`config.mk`:
```
export PLATFORM = sky130hd
export DESIGN_NAME = cmd_rsp_seq
export DESIGN_NICKNAME = d
export VERILOG_FILES = /design/src/rtl/cmd_rsp_seq_pkg.sv /design/src/rtl/seq_launch_ctrl.sv /design/src/rtl/seq_resp_store.sv /design/src/rtl/seq_cmd_fsm.sv /design/src/rtl/cmd_rsp_seq.sv
export SDC_FILE = /design/constraint.sdc
export NUM_CORES = 1
export LEC_CHECK = 0
export BUFFER_PORTS_ARGS = -buffer_cell sky130_fd_sc_hd__buf_2
export CAP_MARGIN = 20
export CORE_ASPECT_RATIO = 1.1
export CORE_UTILIZATION = 50
export CTS_CLUSTER_SIZE = 20
export DETAILED_ROUTE_END_ITERATION = 16
export HOLD_SLACK_MARGIN = 0.05
export PLACE_DENSITY = 0.87
export SYNTH_ARGS = -nofsm -noshare
export SYNTH_HDL_FRONTEND = slang
export SYNTH_HIERARCHICAL = 1
export SYNTH_SLANG_ARGS = --single-unit
export TNS_END_PERCENT = 1
```
`constraint.sdc`:
```
create_clock -name clk_i -period 6.1 [get_ports clk_i]
set_input_delay 0.61 -clock clk_i [delete_from_list [all_inputs] [get_ports clk_i]]
set_output_delay 0.61 -clock clk_i [all_outputs]
set_load 0.02 [all_outputs]
```
`src/rtl/cmd_rsp_seq_pkg.sv`:
```
package cmd_rsp_seq_pkg;
  typedef enum logic [1:0] {
    SEQ_IDLE = 2'd0,
    SEQ_WAIT = 2'd1,
    SEQ_DATA = 2'd2
  } seq_state_e;

  localparam int unsigned ST_TOUT   = 1;
  localparam int unsigned ST_CLK_ON = 8;
  localparam int unsigned ST_CMD_OK = 13;

  function automatic int unsigned min_rsp_bytes(input logic [1:0] rtype);
    case (rtype)
      2'd0:    return 0;
      2'd2:    return 16;
      default: return 4;
    endcase
  endfunction
endpackage

```
`src/rtl/seq_launch_ctrl.sv`:
```
module seq_launch_ctrl (
  input  logic       clk_i,
  input  logic       rst_ni,
  input  logic       cfg_wr_i,
  input  logic [1:0] cfg_rsp_type_i,
  input  logic       cfg_data_en_i,
  input  logic       cfg_stop_i,
  input  logic       clk_start_i,
  input  logic       clk_stop_i,
  output logic       clk_on_o,
  output logic       launch_o,
  output logic       cancel_o,
  output logic [1:0] eff_rsp_type_o,
  output logic       eff_data_en_o
);
  logic       pend_q, stop_q, clk_on_q, data_en_q;
  logic [1:0] rtype_q;

  // configuration in effect this cycle: a write overrides the stored copy
  assign eff_rsp_type_o = cfg_wr_i ? cfg_rsp_type_i : rtype_q;
  assign eff_data_en_o  = cfg_wr_i ? cfg_data_en_i  : data_en_q;

  always_comb begin
    launch_o = 1'b0;
    if (!clk_stop_i) begin
      if (cfg_wr_i)
        launch_o = !cfg_stop_i && (clk_on_q || clk_start_i);
      else
        launch_o = clk_start_i && pend_q && !stop_q;
    end
  end

  assign cancel_o = cfg_wr_i || clk_stop_i;
  assign clk_on_o = clk_on_q;

  always_ff @(posedge clk_i or negedge rst_ni) begin
    if (!rst_ni) begin
      pend_q    <= 1'b0;
      stop_q    <= 1'b0;
      clk_on_q  <= 1'b0;
      data_en_q <= 1'b0;
      rtype_q   <= '0;
    end else begin
      if (cfg_wr_i) begin
        stop_q    <= cfg_stop_i;
        rtype_q   <= cfg_rsp_type_i;
        data_en_q <= cfg_data_en_i;
      end
      if (launch_o)      pend_q <= 1'b0;
      else if (cfg_wr_i) pend_q <= 1'b1;
      if (clk_stop_i)       clk_on_q <= 1'b0;
      else if (clk_start_i) clk_on_q <= 1'b1;
    end
  end
endmodule

```
`src/rtl/seq_resp_store.sv`:
```
module seq_resp_store #(
  parameter int unsigned DEPTH     = 9,
  parameter int unsigned RSP_BYTES = 16,
  localparam int unsigned LEN_W    = $clog2(RSP_BYTES + 1),
  localparam int unsigned IDX_W    = $clog2(DEPTH + 1)
) (
  input  logic                   clk_i,
  input  logic                   rst_ni,
  input  logic                   clear_i,
  input  logic                   load_i,
  input  logic [LEN_W-1:0]       len_i,
  input  logic [RSP_BYTES*8-1:0] data_i,
  input  logic                   rd_i,
  output logic [15:0]            rdata_o
);
  logic [DEPTH*16-1:0] flat;
  logic [IDX_W-1:0]    idx_q;

  for (genvar i = 0; i < DEPTH; i++) begin : g_ent
    localparam int unsigned LO = 2 * i;
    localparam int unsigned HI = 2 * i + 1;
    logic [7:0]  lo_b, hi_b;
    logic [15:0] ent_q;

    if (LO < RSP_BYTES) begin : g_lo
      assign lo_b = (int'(len_i) > LO) ? data_i[8*LO +: 8] : 8'h00;
    end else begin : g_lo_z
      assign lo_b = 8'h00;
    end
    if (HI < RSP_BYTES) begin : g_hi
      assign hi_b = (int'(len_i) > HI) ? data_i[8*HI +: 8] : 8'h00;
    end else begin : g_hi_z
      assign hi_b = 8'h00;
    end

    always_ff @(posedge clk_i or negedge rst_ni) begin
      if (!rst_ni)      ent_q <= '0;
      else if (clear_i) ent_q <= '0;
      else if (load_i)  ent_q <= {hi_b, lo_b};
    end
    assign flat[16*i +: 16] = ent_q;
  end

  always_ff @(posedge clk_i or negedge rst_ni) begin
    if (!rst_ni)                           idx_q <= '0;
    else if (load_i)                       idx_q <= '0;
    else if (rd_i && (int'(idx_q) < DEPTH)) idx_q <= idx_q + 1'b1;
  end

  always_comb begin
    rdata_o = '0;
    for (int k = 0; k < DEPTH; k++)
      if (int'(idx_q) == k) rdata_o = flat[16*k +: 16];
  end
endmodule

```
`src/rtl/seq_cmd_fsm.sv`:
```
module seq_cmd_fsm
  import cmd_rsp_seq_pkg::*;
#(
  parameter int unsigned CMD_W     = 6,
  parameter int unsigned ARG_W     = 32,
  parameter int unsigned RSP_BYTES = 16,
  localparam int unsigned LEN_W    = $clog2(RSP_BYTES + 1)
) (
  input  logic             clk_i,
  input  logic             rst_ni,
  input  logic             launch_i,
  input  logic             cancel_i,
  input  logic [1:0]       rsp_type_i,
  input  logic             data_en_i,
  input  logic [CMD_W-1:0] cmd_i,
  input  logic [ARG_W-1:0] arg_i,
  input  logic             rsp_valid_i,
  input  logic [LEN_W-1:0] rsp_len_i,
  input  logic             irq_clr_i,
  input  logic             data_done_i,
  output logic             req_o,
  output logic [CMD_W-1:0] cmd_o,
  output logic [ARG_W-1:0] arg_o,
  output logic             load_o,
  output logic             tout_o,
  output logic             cmd_ok_o,
  output logic             irq_o,
  output logic             data_start_o,
  output logic             data_active_o
);
  seq_state_e st_q;
  logic [1:0] rtype_q;
  logic       den_q;
  logic       rsp_ok;
  logic       rsp_take;

  assign rsp_ok   = int'(rsp_len_i) >= min_rsp_bytes(rtype_q);
  assign rsp_take = (st_q == SEQ_WAIT) && rsp_valid_i && !launch_i && !cancel_i;
  assign load_o   = rsp_take && rsp_ok;
  assign data_active_o = (st_q == SEQ_DATA);

  always_ff @(posedge clk_i or negedge rst_ni) begin
    if (!rst_ni) begin
      st_q         <= SEQ_IDLE;
      rtype_q      <= '0;
      den_q        <= 1'b0;
      req_o        <= 1'b0;
      cmd_o        <= '0;
      arg_o        <= '0;
      tout_o       <= 1'b0;
      cmd_ok_o     <= 1'b0;
      irq_o        <= 1'b0;
      data_start_o <= 1'b0;
    end else begin
      req_o        <= 1'b0;
      data_start_o <= 1'b0;
      if (irq_clr_i) irq_o <= 1'b0;
      if (launch_i) begin
        st_q     <= SEQ_WAIT;
        rtype_q  <= rsp_type_i;
        den_q    <= data_en_i;
        cmd_o    <= cmd_i;
        arg_o    <= arg_i;
        req_o    <= 1'b1;
        tout_o   <= 1'b0;
        cmd_ok_o <= 1'b0;
        irq_o    <= 1'b1;
      end else if (cancel_i) begin
        st_q <= SEQ_IDLE;
      end else begin
        case (st_q)
          SEQ_WAIT: if (rsp_take) begin
            if (rsp_ok) begin
              cmd_ok_o <= 1'b1;
              if (den_q) begin
                st_q         <= SEQ_DATA;
                data_start_o <= 1'b1;
              end else begin
                st_q <= SEQ_IDLE;
              end
            end else begin
              tout_o <= 1'b1;
              st_q   <= SEQ_IDLE;
            end
          end
          SEQ_DATA: if (data_done_i) st_q <= SEQ_IDLE;
          default: st_q <= SEQ_IDLE;
        endcase
      end
    end
  end
endmodule

```
`src/rtl/cmd_rsp_seq.sv`:
```
module cmd_rsp_seq
  import cmd_rsp_seq_pkg::*;
#(
  parameter int unsigned CMD_W     = 6,
  parameter int unsigned ARG_W     = 32,
  parameter int unsigned RSP_BYTES = 16,
  parameter int unsigned DEPTH     = 9,
  localparam int unsigned LEN_W    = $clog2(RSP_BYTES + 1)
) (
  input  logic                   clk_i,
  input  logic                   rst_ni,
  input  logic                   cfg_wr_i,
  input  logic [1:0]             cfg_rsp_type_i,
  input  logic                   cfg_data_en_i,
  input  logic                   cfg_stop_i,
  input  logic                   clk_start_i,
  input  logic                   clk_stop_i,
  input  logic [CMD_W-1:0]       cmd_idx_i,
  input  logic [ARG_W-1:0]       cmd_arg_i,
  output logic                   card_req_o,
  output logic [CMD_W-1:0]       card_cmd_o,
  output logic [ARG_W-1:0]       card_arg_o,
  input  logic                   card_rsp_valid_i,
  input  logic [LEN_W-1:0]       card_rsp_len_i,
  input  logic [RSP_BYTES*8-1:0] card_rsp_data_i,
  input  logic                   resp_rd_i,
  output logic [15:0]            resp_rdata_o,
  output logic [15:0]            status_o,
  output logic                   end_cmd_irq_o,
  input  logic                   end_cmd_clr_i,
  output logic                   data_start_o,
  output logic                   data_active_o,
  input  logic                   data_done_i
);
  logic       clk_on, launch, cancel, eff_den, load, tout, cmd_ok;
  logic [1:0] eff_rtype;

  seq_launch_ctrl u_launch (
    .clk_i, .rst_ni,
    .cfg_wr_i, .cfg_rsp_type_i, .cfg_data_en_i, .cfg_stop_i,
    .clk_start_i, .clk_stop_i,
    .clk_on_o       (clk_on),
    .launch_o       (launch),
    .cancel_o       (cancel),
    .eff_rsp_type_o (eff_rtype),
    .eff_data_en_o  (eff_den)
  );

  seq_cmd_fsm #(.CMD_W(CMD_W), .ARG_W(ARG_W), .RSP_BYTES(RSP_BYTES)) u_fsm (
    .clk_i, .rst_ni,
    .launch_i      (launch),
    .cancel_i      (cancel),
    .rsp_type_i    (eff_rtype),
    .data_en_i     (eff_den),
    .cmd_i         (cmd_idx_i),
    .arg_i         (cmd_arg_i),
    .rsp_valid_i   (card_rsp_valid_i),
    .rsp_len_i     (card_rsp_len_i),
    .irq_clr_i     (end_cmd_clr_i),
    .data_done_i   (data_done_i),
    .req_o         (card_req_o),
    .cmd_o         (card_cmd_o),
    .arg_o         (card_arg_o),
    .load_o        (load),
    .tout_o        (tout),
    .cmd_ok_o      (cmd_ok),
    .irq_o         (end_cmd_irq_o),
    .data_start_o  (data_start_o),
    .data_active_o (data_active_o)
  );

  seq_resp_store #(.DEPTH(DEPTH), .RSP_BYTES(RSP_BYTES)) u_store (
    .clk_i, .rst_ni,
    .clear_i (launch),
    .load_i  (load),
    .len_i   (card_rsp_len_i),
    .data_i  (card_rsp_data_i),
    .rd_i    (resp_rd_i),
    .rdata_o (resp_rdata_o)
  );

  always_comb begin
    status_o            = '0;
    status_o[ST_TOUT]   = tout;
    status_o[ST_CLK_ON] = clk_on;
    status_o[ST_CMD_OK] = cmd_ok;
  end
endmodule

```
==> run metrics <==
Die X 127 um; drt first pass iters 5; synthesis-stage register bit count 186; vias in the first global route 6926; multiplexer area fraction after synthesis 5.99%; setup TNS 0 ps; Final Non-Filler Cells 1173; Core Rows 49; R2R Path Start u_fsm/rtype_q[0]; Core Region 16600 sq um; RSZ-0062 raised after global routing false; post-layout min period 3840 ps; Worst-path clk slew 70 ps; hold crit path type input pin to async pin; status complete, no violations; Num CTS Buffers 17; Resized Gates After CTS 0; commonest cells in the netlist dfrtp_1, a22o_1, mux2_2; Critical Path Fanout Max 33; routed length per instance 20.4 um; starting DRC count in detailed routing 699; RD Place Congestion 0.874; Synthesis Warnings 6; Leak 4.99 nW; vias per inst 5.88; I/O pin count 258; Peak VDD IR 230 uV; Post-synth ARST share 100%; Slew Limit Headroom 29.5%; most common cell in the netlist dfrtp_1; Initial Utilization 51.8%; Synth top area share 54.1%; Die Area 17700 sq um; CP Launch Type register; WP data required 5490 ps; Layout Nets 1121; Final Power 3.66 mW; H-Tree Depth 4; Max Fclk 0.261 GHz; post-route cell area 10500 sq um; Final Hold Fails 0; Crit Path Category register to primary output; Critical R2R Capture u_store/g_ent[5].ent_q[0]; largest family of logic cells by synthesized area compound AO/OA/AOI/OAI gates; Mapped Cells 716; Post-synth EDFFs 0; largest net degree at the start of global routing 114; post-place instance area 9830 sq um; area growth from synthesis to layout 21.6%; cts hold-fix bufs 0; total track usage 27.6%; Cell variety after synth 56; postcts setup bufs 0; Cells after DPL 1139; antenna violations before repair 1; Simple-Gate Fraction of Synth Area 6.15%; layout cells sized above 1 38.4%; critical path arrival 3230 ps; Residual DRC 0; Worst-Margin Slew 1060 ps; Compound-Gate Fraction of Synth Area 25.9%; Final Max Slew Viols 0; Worst Setup End Kind primary output; worst clock skew 17.0 ps; Post-synth top flop dfrtp_1; worst skew pair latency 440 ps; Longest Clk Path Bufs 2; Post-Synth Adder-Cell Area 1.02%; Power Density 350 nW/um^2; post-synthesis xor/xnor area fraction 0.204%; I/O Buffers 244; Max-cap violations 0; largest area contributor in the netlist dfrtp_1; die height 140 um; Detailed Place HPWL 17500 um; reg2reg path depth 10; most area-consuming cells after synthesis dfrtp_1, a22o_1, mux2_2, nand2b_1, a221o_1; Root Driver clkbuf_16; first-pass GRT wire length 37000 um; clock sink count 186; final wirelength 23900 um; Post-Synthesis Cell Area 8600 sq um; sequential area share after synthesis 54.1%; Detail Route Antenna Nets 0; Setup violations, final 0; total grt overflow 0; Syn Area/Cell 12.0 sq um; period utilisation layout 62.9%; CTS tree done; Reg2Reg Setup Slack 2470 ps; via count 6892
==> area by class of cell <==
class	count	area, sq um
diodes	1	2.50
clock buffers	17	425
clock inverters	15	178
fillers	1311	6160
inverters	44	165
multi-input cells	429	3440
flip-flops and latches	186	4650
well taps	229	287
repair buffers	252	1310
==> worst max-delay path, stage by stage (launching register included) <==
cell and delay, ps:
dfrtp_1 430, inv_1 120, ha_1 600, buf_4 480
nor2b_4 170, a221o_1 420, a31oi_1 270, o21ai_1 120
buf_2 170
==> worst max path at each step <==
stage / from / slack (ps) / to / depth (start not counted)
2_1_floorplan: cfg_wr_i / 3490 / u_store/g_ent[4].ent_q[0] / 10
3_3_place_gp: card_rsp_len_i[2] / 2190 / u_store/g_ent[5].ent_q[7] / 11
3_5_place_dp: card_rsp_len_i[2] / 2120 / u_store/g_ent[7].ent_q[5] / 11
4_1_cts: u_store/idx_q[0] / 2290 / resp_rdata_o[0] / 6
5_1_grt: u_store/idx_q[0] / 2060 / resp_rdata_o[3] / 6
6_report: u_store/idx_q[1] / 2260 / resp_rdata_o[11] / 8
==> sequential cells by signal, summed over array words and instances (netlist names) <==
| name | count |
|---|---|
| u_fsm/cmd_o | 6 |
| u_fsm/cmd_ok_o | 1 |
| u_fsm/rtype_q | 2 |
| u_fsm/irq_o | 1 |
| u_launch/stop_q | 1 |
| u_launch/rtype_q | 2 |
| u_fsm/tout_o | 1 |
| u_store/idx_q | 4 |
| u_fsm/den_q | 1 |
| u_fsm/req_o | 1 |
| u_fsm/st_q | 2 |
| u_fsm/data_start_o | 1 |
| u_launch/pend_q | 1 |
| u_launch/data_en_q | 1 |
| u_store/g_ent.ent_q | 128 |
| u_fsm/arg_o | 32 |
| u_launch/clk_on_o | 1 |
==> logic make-up (layout without fill, tap and decap cells) <==
family	count (synthesis)	count (layout)
DFF	186	186
and+or+nand+nor	78	78
adders and majority gates	7	7
buffers and inverters	113	328
xor gates and xnor gates	2	2
muxes	46	46
AOI/OAI and AO/OA	283	283
other	1	14
==> through the flow <==
| stage | setup slack [ps] | util [%] | hold slack (ps) |
|---|---|---|---|
| final | 2260 | 62.9 | 113 |
| after global routing | 2060 | 62.9 | 144 |
| after CTS | 2290 | 62.8 | 347 |
| after detailed placement | 2120 | 59.1 | 473 |
| after global placement | 2190 | 59.1 | 461 |
| after floorplan | 3490 | - | 314 |
==> power breakdown <==
part | internal [mW] | switching (mW) | total, mW
Sequential | 1.36 | 0.0920 | 1.45
Clock | 0.620 | 0.509 | 1.13
Combinational | 0.413 | 0.670 | 1.08
==> per-layer routing <==
layer / track usage (%) / vias to the layer above / part of all wire (%)
met5: 0 / - / 0
met4: 16.5 / 0 / 4.9
met3: 6.19 / 62 / 7.5
met2: 44.4 / 389 / 49
met1: 34.2 / 3351 / 39
li1: - / 3090 / -
==> placed cells by master (no fill, tap or decap), types with 17 or more instances in the layout <==
cell type and instances:
inv_1 42, a21oi_1 26, nand2b_1 29, mux2_2 44, o21ai_0 18, dfrtp_1 186, a22o_1 120, clkbuf_16 17
buf_2 243
Note: power is estimated with default switching activity, not from simulation.
